**src/rtl/sar_scan_pkg.sv**
```systemverilog
package sar_scan_pkg;

    typedef enum logic [1:0] {
        ST_IDLE = 2'd0,
        ST_ACQ  = 2'd1,
        ST_CONV = 2'd2
    } seq_state_t;

    // Channel that follows cur within a scan ending at last (clamped to nchan-1)
    function automatic int unsigned advance_chan(input int unsigned cur,
                                                 input int unsigned last,
                                                 input int unsigned nchan);
        int unsigned top;
        top = (last > nchan - 1) ? nchan - 1 : last;
        return (cur >= top) ? 0 : cur + 1;
    endfunction

endpackage

```
**src/rtl/sar_acq_timer.sv**
```systemverilog
module sar_acq_timer #(
    parameter int ACQW = 8
) (
    input  logic            clk,
    input  logic            rst,
    input  logic            load,
    input  logic [ACQW-1:0] load_val,
    input  logic            en,
    output logic            expire
);
    logic [ACQW-1:0] cnt_q;

    assign expire = (cnt_q == ACQW'(1));

    always_ff @(posedge clk) begin
        if (rst) begin
            cnt_q <= ACQW'(1);
        end else if (load) begin
            cnt_q <= (load_val == '0) ? ACQW'(1) : load_val;
        end else if (en && !expire) begin
            cnt_q <= cnt_q - ACQW'(1);
        end
    end
endmodule

```
**src/rtl/sar_bit_search.sv**
```systemverilog
module sar_bit_search #(
    parameter int NBITS = 8
) (
    input  logic             clk,
    input  logic             rst,
    input  logic             init,
    input  logic             step,
    input  logic             cmp,
    output logic [NBITS-1:0] trial,
    output logic [NBITS-1:0] decided,
    output logic             last_bit
);
    localparam int IDXW = (NBITS > 1) ? $clog2(NBITS) : 1;
    localparam logic [NBITS-1:0] MSB_ONLY = NBITS'(1) << (NBITS - 1);

    logic [NBITS-1:0] trial_q;
    logic [IDXW-1:0]  idx_q;
    logic [NBITS-1:0] cur_bit;

    assign cur_bit  = NBITS'(1) << idx_q;
    assign decided  = cmp ? trial_q : (trial_q & ~cur_bit);
    assign last_bit = (idx_q == '0);
    assign trial    = trial_q;

    always_ff @(posedge clk) begin
        if (rst) begin
            trial_q <= '0;
            idx_q   <= '0;
        end else if (init) begin
            trial_q <= MSB_ONLY;
            idx_q   <= IDXW'(NBITS - 1);
        end else if (step) begin
            trial_q <= last_bit ? decided : (decided | (cur_bit >> 1));
            if (!last_bit) idx_q <= idx_q - IDXW'(1);
        end
    end
endmodule

```
**src/rtl/sar_chan_ptr.sv**
```systemverilog
module sar_chan_ptr #(
    parameter int NCHAN = 4,
    localparam int CHW = (NCHAN > 1) ? $clog2(NCHAN) : 1
) (
    input  logic           clk,
    input  logic           rst,
    input  logic           advance,
    input  logic [CHW-1:0] last,
    output logic [CHW-1:0] sel
);
    import sar_scan_pkg::*;

    always_ff @(posedge clk) begin
        if (rst) begin
            sel <= '0;
        end else if (advance) begin
            sel <= CHW'(advance_chan(int'(sel), int'(last), NCHAN));
        end
    end
endmodule

```
**src/rtl/sar_scan_seq.sv**
```systemverilog
module sar_scan_seq #(
    parameter int NBITS = 8,
    parameter int NCHAN = 4,
    parameter int ACQW  = 8,
    localparam int CHW = (NCHAN > 1) ? $clog2(NCHAN) : 1
) (
    input  logic             clk,
    input  logic             rst,
    input  logic             start_i,
    input  logic [ACQW-1:0]  acq_cycles_i,
    input  logic [CHW-1:0]   last_chan_i,
    input  logic             cmp_i,
    output logic             hold_o,
    output logic [CHW-1:0]   mux_sel_o,
    output logic [NBITS-1:0] dac_code_o,
    output logic             res_valid_o,
    output logic [NBITS-1:0] res_code_o,
    output logic [CHW-1:0]   res_chan_o
);
    import sar_scan_pkg::*;

    seq_state_t       state_q;
    logic [CHW-1:0]   conv_chan_q;
    logic             acq_done;
    logic             srch_last;
    logic [NBITS-1:0] srch_code;
    logic             scan_end;
    logic             go_idle;
    logic             timer_load;
    logic             acq_exit;

    assign acq_exit   = (state_q == ST_ACQ) && acq_done;
    assign scan_end   = (conv_chan_q >= last_chan_i) || (conv_chan_q == CHW'(NCHAN - 1));
    assign go_idle    = scan_end && !start_i;
    assign timer_load = ((state_q == ST_IDLE) && start_i) ||
                        ((state_q == ST_CONV) && srch_last && !go_idle);

    sar_acq_timer #(.ACQW(ACQW)) u_timer (
        .clk      (clk),
        .rst      (rst),
        .load     (timer_load),
        .load_val (acq_cycles_i),
        .en       (state_q == ST_ACQ),
        .expire   (acq_done)
    );

    sar_bit_search #(.NBITS(NBITS)) u_search (
        .clk      (clk),
        .rst      (rst),
        .init     (acq_exit),
        .step     (state_q == ST_CONV),
        .cmp      (cmp_i),
        .trial    (dac_code_o),
        .decided  (srch_code),
        .last_bit (srch_last)
    );

    sar_chan_ptr #(.NCHAN(NCHAN)) u_chan (
        .clk     (clk),
        .rst     (rst),
        .advance (acq_exit),
        .last    (last_chan_i),
        .sel     (mux_sel_o)
    );

    assign hold_o = (state_q == ST_CONV);

    always_ff @(posedge clk) begin
        if (rst) begin
            state_q     <= ST_IDLE;
            conv_chan_q <= '0;
            res_valid_o <= 1'b0;
            res_code_o  <= '0;
            res_chan_o  <= '0;
        end else begin
            res_valid_o <= 1'b0;
            unique case (state_q)
                ST_IDLE: if (start_i) state_q <= ST_ACQ;
                ST_ACQ: begin
                    if (acq_done) begin
                        state_q     <= ST_CONV;
                        conv_chan_q <= mux_sel_o;
                    end
                end
                ST_CONV: begin
                    if (srch_last) begin
                        res_valid_o <= 1'b1;
                        res_code_o  <= srch_code;
                        res_chan_o  <= conv_chan_q;
                        state_q     <= go_idle ? ST_IDLE : ST_ACQ;
                    end
                end
                default: state_q <= ST_IDLE;
            endcase
        end
    end
endmodule

```
**config.mk**
```make
export PLATFORM = sky130hd
export DESIGN_NAME = sar_scan_seq
export DESIGN_NICKNAME = d
export VERILOG_FILES = /design/src/rtl/sar_scan_pkg.sv /design/src/rtl/sar_acq_timer.sv /design/src/rtl/sar_bit_search.sv /design/src/rtl/sar_chan_ptr.sv /design/src/rtl/sar_scan_seq.sv
export SDC_FILE = /design/constraint.sdc
export NUM_CORES = 1
export LEC_CHECK = 0
export BUFFER_PORTS_ARGS = -buffer_cell sky130_fd_sc_hd__buf_4
export CORE_UTILIZATION = 29
export DETAILED_ROUTE_END_ITERATION = 8
export PLACE_DENSITY_LB_ADDON = 0.12
export SYNTH_ARGS = -nofsm -noshare
export SYNTH_HDL_FRONTEND = slang
export SYNTH_SLANG_ARGS = --single-unit
```
**constraint.sdc**
```tcl
create_clock -name clk -period 2.2 [get_ports clk]
set_clock_uncertainty 0.2 [all_clocks]
set_input_delay 0.44 -clock clk [delete_from_list [all_inputs] [get_ports clk]]
set_output_delay 0.44 -clock clk [all_outputs]
set_load 0.02 [all_outputs]
```
==> results of run 1 <==
[worst paths after layout]
| kind | endpoint | start |
|---|---|---|
| max reg2reg | u_timer.cnt_q[7]$_SDFFE_PP0P_ | conv_chan_q[0]$_SDFFE_PP0P_ |
| min reg2reg | res_code_o[0]$_SDFFE_PP0P_ | res_code_o[0]$_SDFFE_PP0P_ |
| min | u_timer.cnt_q[1]$_SDFFE_PP0P_ | acq_cycles_i[1] |
| max | u_timer.cnt_q[7]$_SDFFE_PP0P_ | conv_chan_q[0]$_SDFFE_PP0P_ |
[state kept, by name, indices dropped and copies added, names as in the netlist]
signal	cells
conv_chan_q	2
res_chan_o	2
res_code_o	8
res_valid_o	1
state_q	2
u_chan.sel	2
u_search.idx_q	3
u_search.trial	8
u_timer.cnt_q	8
[routing by layer]
layer | wire length, µm | track usage, % | share of wire [%] | vias up
met5 | 0 | 0 | 0 | -
met4 | 41 | 5.36 | 0.88 | 0
met3 | 212 | 3.93 | 4.6 | 4
met2 | 2180 | 24.9 | 47 | 37
met1 | 2200 | 20.4 | 47 | 795
li1 | - | - | - | 857
[area by class of cell]
class | instances | share of cell area [%]
repair buffers | 49 | 15.6
well taps | 75 | 3.93
inverters | 13 | 2.05
clock buffers | 6 | 3.46
multi-input cells | 159 | 44.3
clock inverters | 2 | 0.420
flip-flops and latches | 36 | 30.3
[through the flow]
stage / utilization [%] / setup WS [ps] / hold slack [ps]
6_report: 39.8 / 29.6 / 232
5_1_grt: 39.8 / -45.0 / 262
4_1_cts: 38.7 / -0.747 / 236
3_5_place_dp: 37.2 / -187 / 249
3_3_place_gp: 37.2 / -177 / 243
2_1_floorplan: - / 16.3 / 258
[worst min-delay path, cell delays in order]
cell and delay, ps:
buf_4 90, a21oi_1 50, a21oi_1 110
[where the power goes]
group          internal, W  switching, W
logic             0.000189      0.000233
registers         0.000690     0.0000504
clock network     0.000250      0.000239
total              0.00113      0.000523
[kinds of logic after synthesis]
logic type	count (synthesis)	synth area share, %
multiplexers	4	2.48
buffers and inverters	20	4.88
AND/OR/NAND/NOR	84	23.0
AO/OA/AOI/OAI	57	21.0
flip-flops	36	39.6
XOR/XNOR	3	1.44
adder cells (fa/ha/maj)	11	7.57
[cells in the final DEF (no fill, tap or decap), types with 2 or more instances in the layout]
cell type and instances:
buf_4 48, nor3b_1 3, xnor2_1 2, a211oi_2 2, nand2b_1 4, clkbuf_8 6
a21oi_1 32, nand3b_1 2, a22oi_1 3, nor2b_1 2, ha_1 10, clkinv_2 2
dfxtp_1 35, nand2_1 31, mux2i_1 2, o221ai_1 3, nor4_1 2, a21o_1 3
nor2_1 18, nand3_1 11, a32oi_1 3, nor3_1 4, o21ai_0 4, inv_1 11
[repair_timing]
item,in CTS,in global routing
pin swaps,0,5
gates resized for setup,0,8
endpoints found under the setup margin,1,6
buffers inserted,0,2
==> results.cfg, run 1 <==
[setup_path]
cp_slowest_cell = a221o_1
slowest_delay_ps = 400
cp.depth = 8
worstSetupStartpointType = flip-flop
endpoint_kind = flip-flop
required_ps = 2210
timing.critical_path.buf_inv = 2
reg2reg_depth = 8
cp.arrival_ps = 2180
cp_max_fo = 6
timing.reg2reg.setup_slack_ps = 30
cp_top_family = compound AO/OA/AOI/OAI gates
path_class = reg2reg
crit_chain = inv_2 > ha_4 > nand2b_4 > a221o_1 > a211oi_4 > buf_6 > a32oi_2 > o221ai_1

[floorplanning]
dieHeight_um = 81.2
fp.dieW_um = 81.2
die-area_um2 = 6590
ios = 36
start_util_pct = 30.4
rows = 28
core_area_um2 = 5990

[clock_tree]
htree_levels = 2
clockBufferDepth = 2
ctsHoldBuffers = 0
cts_root_buf = clkbuf_8
cts_sinks = 36
cts_buffers = 5
clk_pin_slew_ps = 70
clk_latency_ps = 290
cts_tree = yes

[synth]
yosys.area.top_type = dfxtp_1
syn_avg_cell_area_um2 = 8.46
synth_edf_count = 0
synthesis.area_um2 = 1820
yosysUniqueCellTypes = 41
syn-num-nets = 240
ys.warnings.count = 0
netlist_top_cells_count = dfxtp_1 (36), a21oi_1 (32), nand2_1 (31), nor2_1 (18), inv_1 (12)
synth_area_leaders = dfxtp_1 (40%), a21oi_1 (8.8%), ha_1 (7.6%)
yosysSeqAreaShare_pct = 39.6
yosys_register_bits = 36
synth_top_cell_area_share_pct = 39.6
synth_flop_cell = dfxtp_1
synthArstFlopShare_pct = 0
syn_inst = 215
yosysMostFrequentCell = dfxtp_1

[finish]
area_growth_pct = 31.1
diodes = 0
instances_no_fill = 340
multi_input_area_um2 = 1060
nFillCells = 616
drive_above_1_share_pct = 27.2
nNetsFinal = 289
register_area_um2 = 722
fin_area_um2 = 2380

[sta]
setup_tns_ps = 0
worst_slew_pin_slew_ps = 583
slew_viol_final = 0
rsz0062_at_grt = true
setup_viol = 0
slew-limit-headroom_pct = 60.9
finalHoldViolCount = 0
clock.fmax_ghz = 0.461
period_share_pct = 98.7
period_needed_ps = 2170

[grt]
grt_pass1_wl_um = 7780
overflow = 0
antenna_found_initial = 0
grt_pass1_vias = 1616
grt_max_degree = 28
grt.total_usage_pct = 15.6

[power]
ir_worst_vdd_mv = 0.325
p_leak_nw = 0.945
power_density_nw_per_um2 = 692
finalPower_w = 0.00165

[route]
drcViolationCount = 0
viasPerCell = 4.98
ant_nets = 0
drt_iter0_drc = 91
drt_wl_total_um = 4630
vias = 1693
dr.pass1.iters = 4
wl_per_cell_um = 13.6

[status]
outcome = finished clean

[placed_design]
dpl.hpwl_um = 3260
place.gp.congestion = 0.761
dpl_cell_area_um2 = 2230
io_buffers = 35
dp.cells = 330

[hold_path]
holdPathStages = 3
hold_path_class = in2reg

[job]
cap_violations = 0
Note: power is estimated with default switching activity, not from simulation.
==> run 2, diff against run 1 <==
--- a/config.mk
+++ b/config.mk
@@ -6,9 +6,10 @@
 export NUM_CORES = 1
 export LEC_CHECK = 0
 export BUFFER_PORTS_ARGS = -buffer_cell sky130_fd_sc_hd__buf_4
-export CORE_UTILIZATION = 29
+export CORE_UTILIZATION = 35
 export DETAILED_ROUTE_END_ITERATION = 8
-export PLACE_DENSITY_LB_ADDON = 0.12
+export PLACE_DENSITY_LB_ADDON = 0.08
 export SYNTH_ARGS = -nofsm -noshare
 export SYNTH_HDL_FRONTEND = slang
+export SYNTH_HIERARCHICAL = 1
 export SYNTH_SLANG_ARGS = --single-unit
==> run 2 against run 1 <==
Compared with the run above: core utilization is 8.2 points higher; via count shrank 0.24%; worst hold slack worse by 24 ps; design area grew 6.2%; critical endpoint is now hold_o; largest cell class unchanged.
==> results.cfg, run 2 <==
[placed_design]
dpl.hpwl_um = 3340
place_ws_ps = -108
place.gp.congestion = 0.827
io_buffers = 35

[grt]
grt_pass1_vias = 1611
grt.total_usage_pct = 16.4
antenna_found_initial = 0
overflow = 0
grt_max_degree = 25
grt_pass1_wl_um = 7580

[power]
power_density_nw_per_um2 = 857
p_leak_nw = 1.16
combPwrFrac_pct = 39.5
internal_power_w = 0.00140
p_clk_share_pct = 22.8
seqPwrFrac_pct = 37.7
switching_share_pct = 35.3
ir_worst_vdd_mv = 0.296
p_sw_w = 0.000765

[clock_tree]
post_cts_buffers = 0
cts_buffers = 5
cts_sinks = 36
clockBufferDepth = 2
cts_tree = yes
cts_root_buf = clkbuf_8
clk_pin_slew_ps = 70
htree_levels = 2
clk_latency_ps = 290

[finish]
final_common_cell = buf_4
fin_util_pct = 48.1
area_growth_pct = 28.4
nNetsFinal = 295
layout_common_cells = buf_4 (55), dfxtp_1 (35), nor2_1 (28), inv_1 (14), mux2i_1 (14)
diodes = 0
drive_above_1_share_pct = 31.4

[setup_path]
slowest_delay_ps = 470
worstSetupStartpointType = flip-flop
rr_endpoint = u_timer/cnt_q[0]$_SDFFE_PP1P_
timing.reg2reg.setup_slack_ps = 220
crit_start = state_q[0]$_SDFFE_PP0P_
reg2reg_depth = 8
crit_chain = and2b_1 > buf_4
cp_max_fo = 12
cp_slowest_cell = and2b_1
r2r_start = conv_chan_q[0]$_SDFFE_PP0P_
path_class = reg2out
endpoint_kind = output pin
required_ps = 1560
crit_end = hold_o
cp.arrival_ps = 1360

[synth]
yosys.area.top_type = dfxtp_1
synth_flop_cell = dfxtp_1
ys.warnings.count = 6
synth_edf_count = 0
yosysSeqAreaShare_pct = 36.5
syn_avg_cell_area_um2 = 9.13
synth_top_cell_area_share_pct = 36.5
syn-num-nets = 241
netlist_top_cells_count = dfxtp_1 (36), nor2_1 (29), inv_1 (15), mux2i_1 (14), a21oi_1 (12)
synthArstFlopShare_pct = 0
yosysMostFrequentCell = dfxtp_1
synth_area_leaders = dfxtp_1 (37%), mux2i_1 (7.1%), ha_1 (7.0%)
syn_inst = 216
synthesis.area_um2 = 1970
yosysUniqueCellTypes = 51
yosys_register_bits = 36

[sta]
clock.fmax_ghz = 0.500
hold_ws_ps = 208
slew_viol_final = 0
setup_viol = 0
slew-limit-headroom_pct = 62.8
rsz0062_at_grt = false
period_share_pct = 90.9
finalWorstSetupSlack_ps = 201
finalHoldViolCount = 0
worst_slew_pin_slew_ps = 551
period_needed_ps = 2000

[route]
viasPerCell = 4.95
ant_nets = 0
drcViolationCount = 0
vias = 1689
wl_per_cell_um = 13.1
drt_wl_total_um = 4480
drt_iter0_drc = 67
dr.pass1.iters = 4

[floorplanning]
rows = 26
start_util_pct = 37.4
die-area_um2 = 5940
fp.dieW_um = 77.1
core_area_um2 = 5270
dieHeight_um = 77.1
ios = 36

[status]
outcome = finished clean

[hold_path]
hold_path_class = in2reg
min_from = acq_cycles_i[1]

[job]
cap_violations = 0
run 2: changes by cell type in the layout (fill, tap and decap cells not counted), moves of 5 or more:
cell	before	now
a21boi_2	0	7
a21oi_1	32	12
buf_4	48	55
mux2i_1	2	14
nand2_1	31	8
nand3_1	11	2
nor2_1	18	28
nor3_1	4	9
o21a_1	0	5
run 2: final cells by class:
class	instances	area, µm²
Timing Repair Buffer	55	413
Inverter	17	63.8
Clock buffer	7	86.3
Multi-Input combinational cell	155	1150
Fill cell	548	2740
Clock inverter	1	7.51
Tap cell	70	87.6
Sequential cell	36	722
run 2: power groups by stage:
| stage | clock network [W] | logic [W] | registers (W) |
|---|---|---|---|
| 2_1_floorplan | 0 | 0.000497 | 0.000875 |
| 3_3_place_gp | 0 | 0.000851 | 0.000830 |
| 3_5_place_dp | 0 | 0.000856 | 0.000830 |
| 4_1_cts | 0.000510 | 0.000860 | 0.000817 |
| 5_1_grt | 0.000539 | 0.000951 | 0.000833 |
| 6_report | 0.000494 | 0.000858 | 0.000818 |
run 2: logic make-up (layout without fill, tap and decap cells):
group                      count (synthesis)  in the layout  share of synthesized area [%]
AOI/OAI and AO/OA                         52             52                           20.7
adders and majority gates                 11             11                           6.98
DFF                                       36             36                           36.5
and+or+nand+nor                           78             78                           22.9
muxes                                     14             14                           7.11
buffers and inverters                     25             80                           5.71
run 2: through the flow:
step                      instance area (µm²)  std cells  power (W)  setup TNS (ps)
after floorplan                          1970        216    0.00137               0
after global placement                   2420        333    0.00168            -248
after detailed placement                 2420        333    0.00169            -566
after CTS                                2520        341    0.00219               0
after global routing                     2530        341    0.00232               0
final                                    2530        341    0.00217               0
run 2: per-layer routing:
layer / GRT usage, % / vias to the layer above / wire length, µm
met2: 27.1 / 29 / 2080
met5: 0 / - / 0
met4: 5.66 / 0 / 55
met1: 20.4 / 769 / 2180
met3: 4.17 / 6 / 166
li1: - / 885 / -
run 2: worst max-delay path, delay by kind of cell, from the launching register on:
kind | cells | cell delay, ps
AND/OR/NAND/NOR | 1 | 470
buffers and inverters | 1 | 220
flip-flops | 1 | 370
run 2: what timing repair did:
item	in CTS	in global routing
setup endpoints to repair	0	18
hold buffers	0	0
resized for setup	0	5
run 2: how the worst min path moves through the flow:
stage / end / cells after the start
floorplan: u_timer/cnt_q[6]$_SDFFE_PP0P_ / 2
global placement: res_code_o[3]$_SDFFE_PP0P_ / 2
detailed placement: res_code_o[3]$_SDFFE_PP0P_ / 2
CTS: u_timer/cnt_q[1]$_SDFFE_PP0P_ / 3
global route: u_timer/cnt_q[2]$_SDFFE_PP0P_ / 3
finish: u_timer/cnt_q[1]$_SDFFE_PP0P_ / 3
==> run 3, diff against run 2 <==
==> constraint.sdc (replaced) <==
create_clock -name clk -period 2.5 [get_ports clk]
set_clock_uncertainty 0.2 [all_clocks]
set_input_delay 0.5 -clock clk [delete_from_list [all_inputs] [get_ports clk]]
set_output_delay 0.5 -clock clk [all_outputs]
set_load 0.02 [all_outputs]
==> run 3 against run 2 <==
Compared with the run above: sequential share of layout area is 1.2 points higher; wire length is 0.31% lower; design area is 4.2% lower; sequential power is 10% lower; sequential cell count stayed put; critical path depth is 7 higher; global-route usage is 0.29 points higher.
==> results.cfg, run 3 (synthesis gave the netlist of run 2 again) <==
[floorplanning]
ios = 36
core_area_um2 = 5270
start_util_pct = 37.4
dieHeight_um = 77.1
die-area_um2 = 5940
fp.dieW_um = 77.1
rows = 26

[clock_tree]
ctsHoldBuffers = 0
post_cts_buffers = 0
cts-resized-gates = 0
cts_buffers = 5
clk_pin_slew_ps = 70
clk_latency_ps = 280
cts_tree = yes
clockBufferDepth = 2
cts_sinks = 36
cts_root_buf = clkbuf_8
htree_levels = 2

[route]
ant_nets = 0
viasPerCell = 5.09
dr.pass1.iters = 4
vias = 1676
wl_per_cell_um = 13.6
drt_iter0_drc = 71
drcViolationCount = 0
drt_wl_total_um = 4460

[sta]
slew-limit-headroom_pct = 64.9
rsz0062_at_grt = false
period_share_pct = 91.4
period_needed_ps = 2280
slew_viol_final = 0
worst_slew_pin_slew_ps = 519
finalWorstSetupSlack_ps = 216
setup_tns_ps = 0
clock.fmax_ghz = 0.438
setup_viol = 0
finalHoldViolCount = 0

[grt]
antenna_found_initial = 0
grt_pass1_wl_um = 7860
grt_pass1_vias = 1617
grt.total_usage_pct = 16.7
grt_max_degree = 37
overflow = 0

[finish]
register_area_um2 = 721
nNetsFinal = 283
area_growth_pct = 23.1
multi_input_area_um2 = 1140
drive_above_1_share_pct = 26.3
nFillCells = 555
layout_common_cells = buf_4 (43), dfxtp_1 (36), nor2_1 (29), inv_1 (14), mux2i_1 (14)
final_common_cell = buf_4
diodes = 0
fin_area_um2 = 2430

[placed_design]
dpl_cell_area_um2 = 2330
place.gp.congestion = 0.774
place_ws_ps = 118
io_buffers = 35
dpl.hpwl_um = 3210

[setup_path]
cp.arrival_ps = 2280
endpoint_kind = flip-flop
path_class = reg2reg
timing.reg2reg.setup_slack_ps = 220
worstSetupStartpointType = flip-flop
cp_max_fo = 11
required_ps = 2500

[power]
ir_worst_vdd_mv = 0.282
power_density_nw_per_um2 = 761
p_leak_nw = 1.10

[hold_path]
hold_path_class = in2reg

[status]
outcome = finished clean

[job]
cap_violations = 0
## run 3: metal layers
metal / global-route usage, % / vias to the layer above / part of all wire [%]
met3: 4.05 / 2 / 3.1
met2: 27.4 / 32 / 48
met4: 5.09 / 0 / 0.34
met5: 0 / - / 0
li1: - / 857 / -
met1: 21.4 / 785 / 48
## run 3: area by class of cell
class                      instances  share of cell area, %
tap                               70                   3.61
sequential                        36                   29.7
timing repair buffer              43                   13.3
inverter                          17                   2.78
multi-input combinational        155                   46.9
clock buffer                       8                   3.71
## run 3: where the power goes
group          internal (W)  total [W]  switching, W
logic              0.000315   0.000692      0.000377
clock network      0.000225   0.000422      0.000197
registers          0.000655   0.000734     0.0000796
total               0.00119    0.00185      0.000654
## run 3: stage by stage
step / hold slack, ps / total power, W / utilization (%) / cells
2_1_floorplan: 291 / 0.00121 / - / 216
3_3_place_gp: 281 / 0.00144 / 44.3 / 321
3_5_place_dp: 294 / 0.00144 / 44.3 / 321
4_1_cts: 280 / 0.00187 / 46.0 / 329
5_1_grt: 287 / 0.00199 / 46.1 / 329
6_report: 292 / 0.00185 / 46.1 / 329
## run 3: worst paths after layout
kind | startpoint | endpoint | cells past startpoint
worst max-delay path | conv_chan_q[0]$_SDFFE_PP0P_ | u_timer/cnt_q[3]$_SDFFE_PP0P_ | 9
worst max register to register | conv_chan_q[0]$_SDFFE_PP0P_ | u_timer/cnt_q[3]$_SDFFE_PP0P_ | 9
worst min-delay path | acq_cycles_i[4] | u_timer/cnt_q[4]$_SDFFE_PP0P_ | 3
worst min register to register | res_code_o[1]$_SDFFE_PP0P_ | res_code_o[1]$_SDFFE_PP0P_ | 2
## run 3: worst max-delay path: stages (launching register included)
cell and delay, ps:
dfxtp_1 390, inv_1 60, ha_1 250, nand2b_1 140, a221oi_1 340, o21a_1 220, clkinvlp_4 220, o21ai_0 130
a31oi_1 60, nor3_1 190
